[config.mk]
export PLATFORM = sky130hd
export DESIGN_NAME = sar_seq_ctrl
export DESIGN_NICKNAME = d
export VERILOG_FILES = /design/src/rtl/sar_seq_pkg.sv /design/src/rtl/sar_rate_sel.sv /design/src/rtl/sar_tick_gen.sv /design/src/rtl/sar_step_engine.sv /design/src/rtl/sar_seq_ctrl.sv
export SDC_FILE = /design/constraint.sdc
export NUM_CORES = 1
export LEC_CHECK = 0
export CAP_MARGIN = 10
export CORE_ASPECT_RATIO = 1.2
export CORE_MARGIN = 4
export CORE_UTILIZATION = 50
export DETAILED_ROUTE_END_ITERATION = 12
export MAX_ROUTING_LAYER = met4
export PLACE_DENSITY = 0.79
export SLEW_MARGIN = 20
export SYNTH_ARGS = -nofsm -noshare
export SYNTH_HDL_FRONTEND = slang
export SYNTH_SLANG_ARGS = --single-unit
[constraint.sdc]
create_clock -name clk -period 2.7 [get_ports clk]
set_input_delay 0.675 -clock clk [delete_from_list [all_inputs] [get_ports clk]]
set_output_delay 0.675 -clock clk [all_outputs]
set_load 0.05 [all_outputs]
[src/rtl/sar_seq_pkg.sv]
package sar_seq_pkg;

   typedef enum logic [1:0] {
      PH_IDLE   = 2'd0,
      PH_SAMPLE = 2'd1,
      PH_DECIDE = 2'd2,
      PH_TAIL   = 2'd3
   } sar_phase_t;

   // divisor of the system clock that gives one conversion-clock period
   function automatic int unsigned rate_divisor(logic [1:0] cpu_rate, logic fast);
      int unsigned base;
      case (cpu_rate)
         2'b00:   base = 2;
         2'b01:   base = 4;
         default: base = 16;   // 10 is reserved and folded onto 11
      endcase
      return fast ? base / 2 : base;
   endfunction

   function automatic int unsigned max3(int unsigned a, int unsigned b, int unsigned c);
      int unsigned m;
      m = (a > b) ? a : b;
      return (m > c) ? m : c;
   endfunction

endpackage

[src/rtl/sar_rate_sel.sv]
module sar_rate_sel #(
   parameter int unsigned DIV_W = 4
) (
   input  logic [1:0]       cpu_div_i,
   input  logic             fast_sel_i,
   output logic [DIV_W-1:0] div_m1_o
);
   import sar_seq_pkg::*;

   if (DIV_W < 4) begin : g_bad_width
      $error("sar_rate_sel: DIV_W must hold a divisor of 16");
   end

   always_comb begin
      div_m1_o = DIV_W'(rate_divisor(cpu_div_i, fast_sel_i) - 1);
   end

endmodule

[src/rtl/sar_tick_gen.sv]
module sar_tick_gen #(
   parameter int unsigned DIV_W = 4
) (
   input  logic             clk,
   input  logic             rst_n,
   input  logic             load_i,
   input  logic [DIV_W-1:0] div_m1_i,
   input  logic             run_i,
   output logic             tick_o
);
   logic [DIV_W-1:0] cnt_q;
   logic [DIV_W-1:0] lim_q;

   assign tick_o = run_i && (cnt_q == lim_q);

   always_ff @(posedge clk or negedge rst_n) begin
      if (!rst_n) begin
         cnt_q <= '0;
         lim_q <= '0;
      end else if (load_i) begin
         cnt_q <= '0;
         lim_q <= div_m1_i;
      end else if (run_i) begin
         cnt_q <= tick_o ? '0 : cnt_q + 1'b1;
      end
   end

endmodule

[src/rtl/sar_step_engine.sv]
module sar_step_engine #(
   parameter int unsigned RES      = 8,
   parameter int unsigned CONV_P   = 160,
   parameter int unsigned SAMPLE_P = 12
) (
   input  logic           clk,
   input  logic           rst_n,
   input  logic           accept_i,
   input  logic           tick_i,
   input  logic           comp_i,
   output logic           busy_o,
   output logic           sample_o,
   output logic [RES-1:0] trial_o,
   output logic [RES-1:0] result_o,
   output logic           done_o,
   output logic           irq_o
);
   import sar_seq_pkg::*;

   localparam int unsigned STEP_P = (CONV_P - SAMPLE_P) / RES;
   localparam int unsigned TAIL_P = CONV_P - SAMPLE_P - STEP_P * RES;
   localparam int unsigned CMAX   = max3(SAMPLE_P, STEP_P, TAIL_P);
   localparam int unsigned CW     = $clog2(CMAX + 1);
   localparam int unsigned BW     = $clog2(RES);
   localparam logic [CW-1:0] SAMPLE_LAST = CW'(SAMPLE_P - 1);
   localparam logic [CW-1:0] STEP_LAST   = CW'(STEP_P - 1);
   localparam logic [CW-1:0] TAIL_LAST   = CW'((TAIL_P == 0) ? 0 : TAIL_P - 1);
   localparam logic [RES-1:0] MSB_ONE    = {1'b1, {(RES-1){1'b0}}};
   localparam logic [RES-1:0] LSB_ONE    = {{(RES-1){1'b0}}, 1'b1};

   if (STEP_P < 1) begin : g_bad_step
      $error("sar_step_engine: too few periods for the decisions");
   end
   if (SAMPLE_P < 1) begin : g_bad_sample
      $error("sar_step_engine: sampling window must be at least one period");
   end

   sar_phase_t     ph_q;
   logic [CW-1:0]  cnt_q;
   logic [BW-1:0]  bidx_q;
   logic [RES-1:0] work_q;
   logic [RES-1:0] res_q;
   logic [RES-1:0] mask;
   logic [RES-1:0] work_dec;
   logic           irq_q;
   logic           done_q;

   // decision on the bit under test, then arm the next lower bit
   always_comb begin
      mask     = LSB_ONE << bidx_q;
      work_dec = (comp_i ? work_q : (work_q & ~mask)) | (mask >> 1);
   end

   always_ff @(posedge clk or negedge rst_n) begin
      if (!rst_n) begin
         ph_q   <= PH_IDLE;
         cnt_q  <= '0;
         bidx_q <= '0;
         work_q <= '0;
         res_q  <= '0;
         irq_q  <= 1'b0;
         done_q <= 1'b0;
      end else begin
         irq_q <= 1'b0;
         case (ph_q)
            PH_IDLE: begin
               if (accept_i) begin
                  ph_q   <= PH_SAMPLE;
                  cnt_q  <= '0;
                  bidx_q <= BW'(RES - 1);
                  work_q <= MSB_ONE;
                  done_q <= 1'b0;
               end
            end
            PH_SAMPLE: begin
               if (tick_i) begin
                  if (cnt_q == SAMPLE_LAST) begin
                     ph_q  <= PH_DECIDE;
                     cnt_q <= '0;
                  end else begin
                     cnt_q <= cnt_q + 1'b1;
                  end
               end
            end
            PH_DECIDE: begin
               if (tick_i) begin
                  if (cnt_q == STEP_LAST) begin
                     cnt_q  <= '0;
                     work_q <= work_dec;
                     if (bidx_q != '0) begin
                        bidx_q <= bidx_q - 1'b1;
                     end else if (TAIL_P == 0) begin
                        ph_q   <= PH_IDLE;
                        res_q  <= work_dec;
                        irq_q  <= 1'b1;
                        done_q <= 1'b1;
                     end else begin
                        ph_q <= PH_TAIL;
                     end
                  end else begin
                     cnt_q <= cnt_q + 1'b1;
                  end
               end
            end
            PH_TAIL: begin
               if (tick_i) begin
                  if (cnt_q == TAIL_LAST) begin
                     ph_q   <= PH_IDLE;
                     res_q  <= work_q;
                     irq_q  <= 1'b1;
                     done_q <= 1'b1;
                  end else begin
                     cnt_q <= cnt_q + 1'b1;
                  end
               end
            end
            default: ph_q <= PH_IDLE;
         endcase
      end
   end

   assign busy_o   = (ph_q != PH_IDLE);
   assign sample_o = (ph_q == PH_SAMPLE);
   assign trial_o  = work_q;
   assign result_o = res_q;
   assign done_o   = done_q;
   assign irq_o    = irq_q;

endmodule

[src/rtl/sar_seq_ctrl.sv]
module sar_seq_ctrl #(
   parameter int unsigned RES      = 8,
   parameter int unsigned CHW      = 3,
   parameter int unsigned CONV_P   = 160,
   parameter int unsigned SAMPLE_P = 12,
   parameter int unsigned DIV_W    = 4
) (
   input  logic           clk,
   input  logic           rst_n,
   input  logic           start_i,
   input  logic [CHW-1:0] chan_i,
   input  logic [1:0]     cpu_div_i,
   input  logic           fast_sel_i,
   input  logic           comp_i,
   output logic [CHW-1:0] chan_o,
   output logic           sample_o,
   output logic [RES-1:0] trial_o,
   output logic           busy_o,
   output logic [RES-1:0] result_o,
   output logic           done_o,
   output logic           irq_o
);

   if (RES < 2) begin : g_bad_res
      $error("sar_seq_ctrl: resolution must be at least 2 bits");
   end
   if (CONV_P < SAMPLE_P + RES) begin : g_bad_conv
      $error("sar_seq_ctrl: conversion shorter than sampling plus decisions");
   end

   logic             accept;
   logic             tick;
   logic [DIV_W-1:0] div_m1;
   logic [CHW-1:0]   chan_q;

   assign accept = start_i && !busy_o;

   sar_rate_sel #(.DIV_W(DIV_W)) u_rate (
      .cpu_div_i (cpu_div_i),
      .fast_sel_i(fast_sel_i),
      .div_m1_o  (div_m1)
   );

   sar_tick_gen #(.DIV_W(DIV_W)) u_tick (
      .clk     (clk),
      .rst_n   (rst_n),
      .load_i  (accept),
      .div_m1_i(div_m1),
      .run_i   (busy_o),
      .tick_o  (tick)
   );

   sar_step_engine #(
      .RES     (RES),
      .CONV_P  (CONV_P),
      .SAMPLE_P(SAMPLE_P)
   ) u_eng (
      .clk     (clk),
      .rst_n   (rst_n),
      .accept_i(accept),
      .tick_i  (tick),
      .comp_i  (comp_i),
      .busy_o  (busy_o),
      .sample_o(sample_o),
      .trial_o (trial_o),
      .result_o(result_o),
      .done_o  (done_o),
      .irq_o   (irq_o)
   );

   always_ff @(posedge clk or negedge rst_n) begin
      if (!rst_n)      chan_q <= '0;
      else if (accept) chan_q <= chan_i;
   end

   assign chan_o = chan_q;

endmodule

==> results of run 1 <==
## report_power, final
part           leakage (nW)  internal [mW]  total [mW]  switching (mW)
sequential            0.511          0.583       0.583               0
combinational         0.656         0.0163      0.0344          0.0181
clock                0.0581          0.275       0.492           0.217
total                  1.23          0.875        1.11           0.235
## cells in the mapped netlist (2+ instances only)
library cell and n:
dfrtp_1 39, ha_1 15, mux2_2 15, nand2_1 13, inv_1 12, o21ai_0 12
nor2_1 9, nand3_1 7, xnor2_1 7, nand2b_1 6, mux2i_1 5, a21oi_1 4
a32o_1 4, nor2b_1 4, o22ai_1 4, nor4_1 3, o2bb2ai_1 3, a21boi_0 2
a22o_1 2, and2_1 2, buf_2 2, clkbuf_1 2, nand4bb_1 2, nor3_4 2
nor3b_1 2, or2_2 2
## stage by stage
stage / setup WS (ps) / std cells / utilization (%)
global placement: 244 / 285 / 60.6
CTS: 112 / 293 / 63.2
global route: 27.6 / 293 / 63.2
floorplan: 552 / 197 / -
detailed placement: 193 / 285 / 60.6
finish: 120 / 293 / 63.2
## sequential cells by signal, summed over array words and instances, names as in the netlist
signal and flops:
chan_o 3, u_eng.bidx_q 3, u_eng.cnt_q 5, u_eng.done_o 1
u_eng.irq_o 1, u_eng.ph_q 2, u_eng.result_o 8, u_eng.trial_o 8
u_tick.cnt_q 4, u_tick.lim_q 4
## worst max path at each step
stage                   from            end  slack, ps  cells after the start
2_1_floorplan  u_eng.ph_q[1]  u_eng.ph_q[1]        550                      6
3_3_place_gp         start_i  u_eng.ph_q[1]        240                      6
3_5_place_dp         start_i  u_eng.ph_q[1]        190                      6
4_1_cts        u_eng.ph_q[1]       sample_o        110                      3
5_1_grt        u_eng.ph_q[1]       sample_o         30                      3
6_report       u_eng.ph_q[1]       sample_o        120                      3
## placed cells by master, fill, tap and decap left out, drive strengths merged, types with 6 or more instances in the layout
| cell | n |
|---|---|
| mux2 | 15 |
| buf | 7 |
| ha | 15 |
| xnor2 | 7 |
| nand3 | 7 |
| dfrtp | 39 |
| inv | 12 |
| nand2b | 6 |
| nand2 | 13 |
| nor2 | 9 |
| o21ai | 13 |
| clkdlybuf4s50 | 30 |
## cells by family after synthesis
kind of cell,synth area share [%]
AOI/OAI and AO/OA,13.4
xor gates and xnor gates,2.83
adders and majority gates,8.65
buffers and inverters,3.40
DFF,45.0
muxes,10.1
and+or+nand+nor,16.7
## layer usage
metal / GRT usage [%] / wire, um / share of wire [%] / up-vias
met5: - / 0 / 0 / -
met4: 6.96 / 101 / 2.4 / 0
met3: 4.34 / 211 / 5.1 / 11
met2: 29.1 / 2010 / 48 / 47
met1: 21.4 / 1840 / 44 / 773
li1: - / - / - / 787
## cell type report
| class | instances | area [um2] |
|---|---|---|
| repair buffers | 37 | 350 |
| inverters | 12 | 45.0 |
| multi-input cells | 141 | 1120 |
| flip-flops and latches | 39 | 976 |
| well taps | 56 | 70.1 |
| fillers | 369 | 1560 |
| clock buffers | 5 | 68.8 |
| clock inverters | 3 | 43.8 |
## worst reg2reg max path: cells and delay by family (launching register included)
kind | cells | cell delay, ps
AND/OR/NAND/NOR | 2 | 620
multiplexers | 1 | 330
flip-flops | 1 | 390
adder cells (fa/ha/maj) | 1 | 230
AO/OA/AOI/OAI | 2 | 370
buffers and inverters | 1 | 100
==> summary by stage, run 1 <==
Cells and area
The number of antenna diodes is 0. In the final design database the tool counted 261 nets. Of the cells placed in the final design, the portion with a size suffix greater than 1 is 16.9%. The area growth from synthesis to layout is 23.2%. The finished cells cover approximately 0.0027 mm2.

Routing
The detailed router finished its first iteration with 80 violations. Wires add up to 4160 um. Once detail routing completed, the nets flagged for antenna violations numbered 0. In the final routed layout, each cell accounts on average for roughly 14 um. The total via count after detailed routing is 1618. After detailed routing, the number of remaining DRC violations is 0. The first detailed-routing pass ran for 5 iterations. In the routed layout, each cell is associated on average with a via count of 5.52.

Logic synthesis
The top cell type by area accounts for 45.0% of the synthesized area. The Yosys step of the flow raised 0 warnings. After synthesis, the mean cell area works out to 11.0 um2.

The synthesized netlist contains 43 unique library cells. The sequential-to-total area share from yosys stat is around 45%. The number of instances in the synthesized netlist is 197.

Yosys attributes the largest share of cell area to dfrtp_1, ha_1, mux2_2. For this run, asynchronously set or reset flops after synthesis account for 100%. The post-synthesis net count is ~220. The largest total area in the synthesized netlist belongs to dfrtp_1. The number of enable-type register cells in the synthesized netlist is 0.

In this run, synthesis produced a sequential element count of 39. The cell area that synthesis handed to floorplanning was 0.00217 mm2. Among all flip-flop cells after synthesis, the most frequent one is dfrtp_1.

Placed design
The number of buffers added on ports is 32. The cell area after placement is 0.00256 mm2. The total half-perimeter wirelength after legalization and detailed placement is ~3000 um. The final estimated routing congestion in global placement is 0.882.

Power and ir drop
The worst voltage drop across the vdd grid is 0.000322 V. Dividing total power by cell area gives a power density of 415 mW/mm2. The static leakage is 1.23 nW. The post-layout total power is 1.11 mW.

Clock network
After clock tree synthesis, the clock-pin slew on the worst setup and hold paths is 80 ps. The CTS H-tree depth is 2. The clock passes through at most 2 buffers. The post-CTS setup buffer count is 0. Clock tree synthesis found a total of 39 sinks. In this run, post-CTS hold repair placed 0 buffers. In this run, post-CTS repair resized a total of 0 instances. The TritonCTS clock tree is yes. The clock insertion delay at the later pin of the skew report is 290 ps. Buffers inserted during clock tree synthesis total 5. CTS placed an instance of clkbuf_8 at the clock tree root.

Floorplan
For this design the top-level I/O count stands at 33. The area of the core is 0.00423 mm2. The die is 80.2 um tall.

The die covers around 0.0055 mm2. The width of the die is 68.1 um. The effective utilization at floorplan is between 50% and 60%. The floorplan has 26 rows.

STA
Across all hold checks on the routed design, the worst slack comes to 491 ps. The number of failing hold endpoints at the final stage is 0. The timing-limited maximum frequency is 388 MHz.

Setup repair after global routing left no endpoint under its margin. The final setup skew is 4.44 ps. In this run the tightest slew margin relative to its limit is 42.6%. The fraction of the cycle the final worst path needs is a little over nine tenths. Setup violations remaining at the end of the flow were counted as 0.

The worst path needs 2580 ps of the cycle, external delays included. For the pin with the worst max-slew slack, the measured transition is 861 ps. The number of pins exceeding their max-slew limit in the final report is 0.

The accumulated negative setup slack is 0 ps.

Critical path
The worst stage delay on the critical path is 830 ps. The arrival time at the worst endpoint is 1910 ps. STA classifies the critical path endpoint as a primary output. The endpoint identified for the worst register-to-register timing path is u_eng.ph_q[1].

Walking the worst path, the cells encountered are inv_1 > ha_1 > clkdlybuf4s50_1. The critical path launch point type is a flip-flop. The critical path is of the flip-flop to primary output type.

STA puts the critical path data required time at a little over 2000 ps. The worst flop-to-flop path startpoint is u_eng.ph_q[0]. The number of cells traversed by the worst register-to-register path is 7. The flop-to-flop setup slack is ~550 ps. The largest individual stage delay along the critical path comes from the cell clkdlybuf4s50_1. In this run the worst path has a maximum fanout of 5. The kind of cell adding the most delay to the critical path is buffers and inverters. The sum of buffers and inverters on the critical path is 2.

Global route
Across every metal layer, demand over resource in global routing totals 18.0%. The pin count of the biggest net entering global routing is 40. Global routing finished with a remaining overflow of 0. The number of antenna violations at the first check in global routing is 0. The number of global-route vias before repair is 1608. The first global-routing pass estimated a little over 7000 um of wire.

Worst hold path
The worst hold path belongs to the class primary input to async pin.

Run status
The flow ran to the end, and the final reports show no timing, DRC or antenna violations.

Run
Max-cap violations in this run came to 0.
Power figures use the tool's default switching activity.
==> run 2: changes to the inputs <==
TNS_END_PERCENT = 5   (was not set)
==> results of run 2 <==
No change in the layout: final DEF, timing and power equal those of run 1.
==> run 3: changes to the inputs <==
CAP_MARGIN = 40   (was 10)
CORE_UTILIZATION = 45   (was 50)
PLACE_DENSITY = 0.72   (was 0.79)
==> run 3 against run 2 <==
Fmax increased by 0.57%. Total power decreased by 9.5%. Hold slack got worse by 220 ps. Combinational power increased by 9.6%. Clock skew increased by 0.84 ps. Die area increased by 9.9%. First-iteration DRC count decreased by 24%. Sequential cell count unchanged. Final cell count increased by 1.4%. Largest cell class unchanged. Sequential share of layout area decreased by 0.068 points. Worst setup slack improved by 15 ps. Utilization decreased by 5.3 points.
==> summary by stage, run 3 (synthesized netlist as in run 1, its figures left out) <==
Run status
The run finished with clean final reports.

Floorplan
The I/O pin count is 33. The area of the core is 0.00463 mm2. The die is 71.4 um wide. The number of rows in the core area is 27. The initial utilization of the core area, before any placement, comes to 46.9%.

The vertical extent of the die is 84.1 um. The floorplan step defined a die boundary enclosing 0.00600 mm2.

Cells and area
From synthesis to final layout, the design area changed by 23.5%. Summing all flip-flop and latch instances after layout gives roughly 980 um2. For this run, the share of the core covered by cells in the final layout is 57.9%. The filler cell count is 399. 0 antenna diodes ended up in the layout. Cells with a size suffix above 1 make up 16.7% of the layout. The net count of the finished layout is 263. The multi-input gate area in the final layout is 0.00112 mm2. The top cell types in the final layout, fill and taps aside, are dfrtp_1, clkdlybuf4s50_1, mux2_2, ha_1, nand2_1. Leaving out fill and tap cells, the most frequent cell in the layout is dfrtp_1.

Power and ir drop
The worst voltage drop across the vdd grid is 0.000309 V. The static leakage is 1.22 nW. The post-layout total power is 1.00 mW. Power spread over the standard cell area amounts to 375 mW/mm2.

Routing
Signal routing reaches up to met4. Wire segments on met3 add up to 207 um in the final route. The met1 wire length is 1840 um. In this run the remaining antenna-violating nets after routing total 0. The total via count after detailed routing is 1585. After detailed routing, the average wire length per cell comes to 13.6 um. The detailed router finished its first iteration with 61 violations. Summed over all nets, wire length on met2 after detailed routing comes to 1950 um.

For this run, design rule violations remaining after detail routing come to 0. Before antenna repair, the detailed router went through 4 iterations. The via count normalized by instance count is roughly 5.3.

The final wirelength is 4050 um.

Global route
The number of global-route vias before repair was 1547. The pin count of the biggest net entering global routing is 27. The global-route wire length before repair is ~7300 um.

For this run the aggregate overflow at the end of global routing stands at 0. The number of antenna violations at the first check in global routing is 0. The total routing resource utilization after global routing is 15.5%.

Clock network
The CTS H-tree depth is 2. The register clock-pin slew on the reported worst setup and hold paths is 70 ps. The maximum clock path buffer count is 2.

The clock sink count is 39. Buffers inserted to repair hold after CTS numbered 0. Gates resized during post-CTS repair numbered 0. The number of buffers inserted during clock tree synthesis is 5. The root buffer selected by CTS is clkbuf_8. The clock insertion delay at the later pin of the skew report is approximately 290 ps. The TritonCTS clock tree is yes. The post-CTS setup buffer count is 0.

STA
Setup repair after global routing left no endpoint under its margin. The smallest clock period supported by the final layout is computed as 2570 ps. The worst pin sits at a relative slew slack of 63.0%. The number of setup violations in the final report is 0. The number of pins exceeding their max-slew limit in the final report was 0.

The worst path uses 95.0% of the clock period. For the final database, setup skew stands at 5.27 ps. After routing, the total negative slack on setup checks comes to 0 ps. The slew at the pin closest to its max-slew limit is about 550 ps. Static timing analysis puts the maximum clock frequency at 390 MHz.

The number of failing hold endpoints at the final stage was 0.

Critical path
The worst stage delay on the critical path is 830 ps. Walking the worst path, the cells encountered are inv_1 > ha_1 > clkdlybuf4s50_1. The largest fanout on the critical path is 5. The sum of buffers and inverters on the critical path is 2. The arrival time at the worst endpoint is 1890 ps. STA puts the critical path data required time at about 2000 ps. The worst-path cell with the longest stage delay is clkdlybuf4s50_1.

The class of the most critical setup path is flip-flop to primary output. The critical path launch point type is a flip-flop. In this design, the largest share of critical-path delay is due to buffers and inverters.

The endpoint class of the critical path is a primary output.

Placed design
The number of buffers added on ports is 32. The final estimated routing congestion in global placement is 0.836. Detailed placement finished with a half-perimeter wire length of 3100 um.

Worst hold path
The class of the tightest hold or removal check is primary input to async pin.

Run
The number of violations of the max-capacitance limit is 0.
-- run 3: changes by cell type in the layout (fill, tap and decap cells not counted), sizes merged --
cell / change
buf: +1
bufinv: -1
clkbuf: +1
clkdlybuf4s50: +1
clkinv: -1
clkinvlp: +1
-- run 3: area by class of cell --
type                    instances  share of cell area, %
flip-flops and latches         39                   36.4
repair buffers                 39                   14.2
inverters                      12                   1.68
clock inverters                 2                  0.467
multi-input cells             141                   41.8
well taps                      58                   2.71
clock buffers                   6                   2.71
-- run 3: worst paths after layout --
check | slack, ps | to | startpoint | cells past startpoint
max reg2reg | 580 | u_eng.ph_q[1] | u_eng.ph_q[0] | 7
min | 270 | u_eng.result_o[0] | rst_n | 1
max | 130 | sample_o | u_eng.ph_q[1] | 3
max in group asynchronous | 1990 | u_eng.bidx_q[0] | rst_n | 2
min reg2reg | 510 | u_eng.result_o[6] | u_eng.result_o[6] | 1
min in group clk | 510 | u_eng.result_o[6] | u_eng.result_o[6] | 1
-- run 3: where the power goes --
group          internal (mW)  switching (mW)
Sequential             0.584               0
Combinational         0.0192          0.0185
Clock                  0.180           0.203
Total                  0.783           0.221
-- run 3: worst reg2reg max path, cell delays in order, from the launching register on --
cell and delay, ps:
dfrtp_1 370, inv_1 100, ha_1 240, nor2b_1 180, or4_1 420, o21ai_2 140
o211a_1 240, mux2_2 330
-- run 3: routing by layer --
metal  vias up  GRT usage (%)
li1        796              -
met1       744           19.9
met2        38           24.2
met3         7           3.73
met4         0           4.44
met5         -              -
-- run 3: stage by stage --
| step | instances | setup slack [ps] | hold WS [ps] | instance area (um2) |
|---|---|---|---|---|
| floorplan | 197 | 552 | 379 | 2170 |
| global placement | 288 | 240 | 488 | 2570 |
| detailed placement | 289 | 216 | 495 | 2590 |
| CTS | 297 | 112 | 272 | 2680 |
| global route | 297 | 23.5 | 292 | 2680 |
| finish | 297 | 135 | 268 | 2680 |
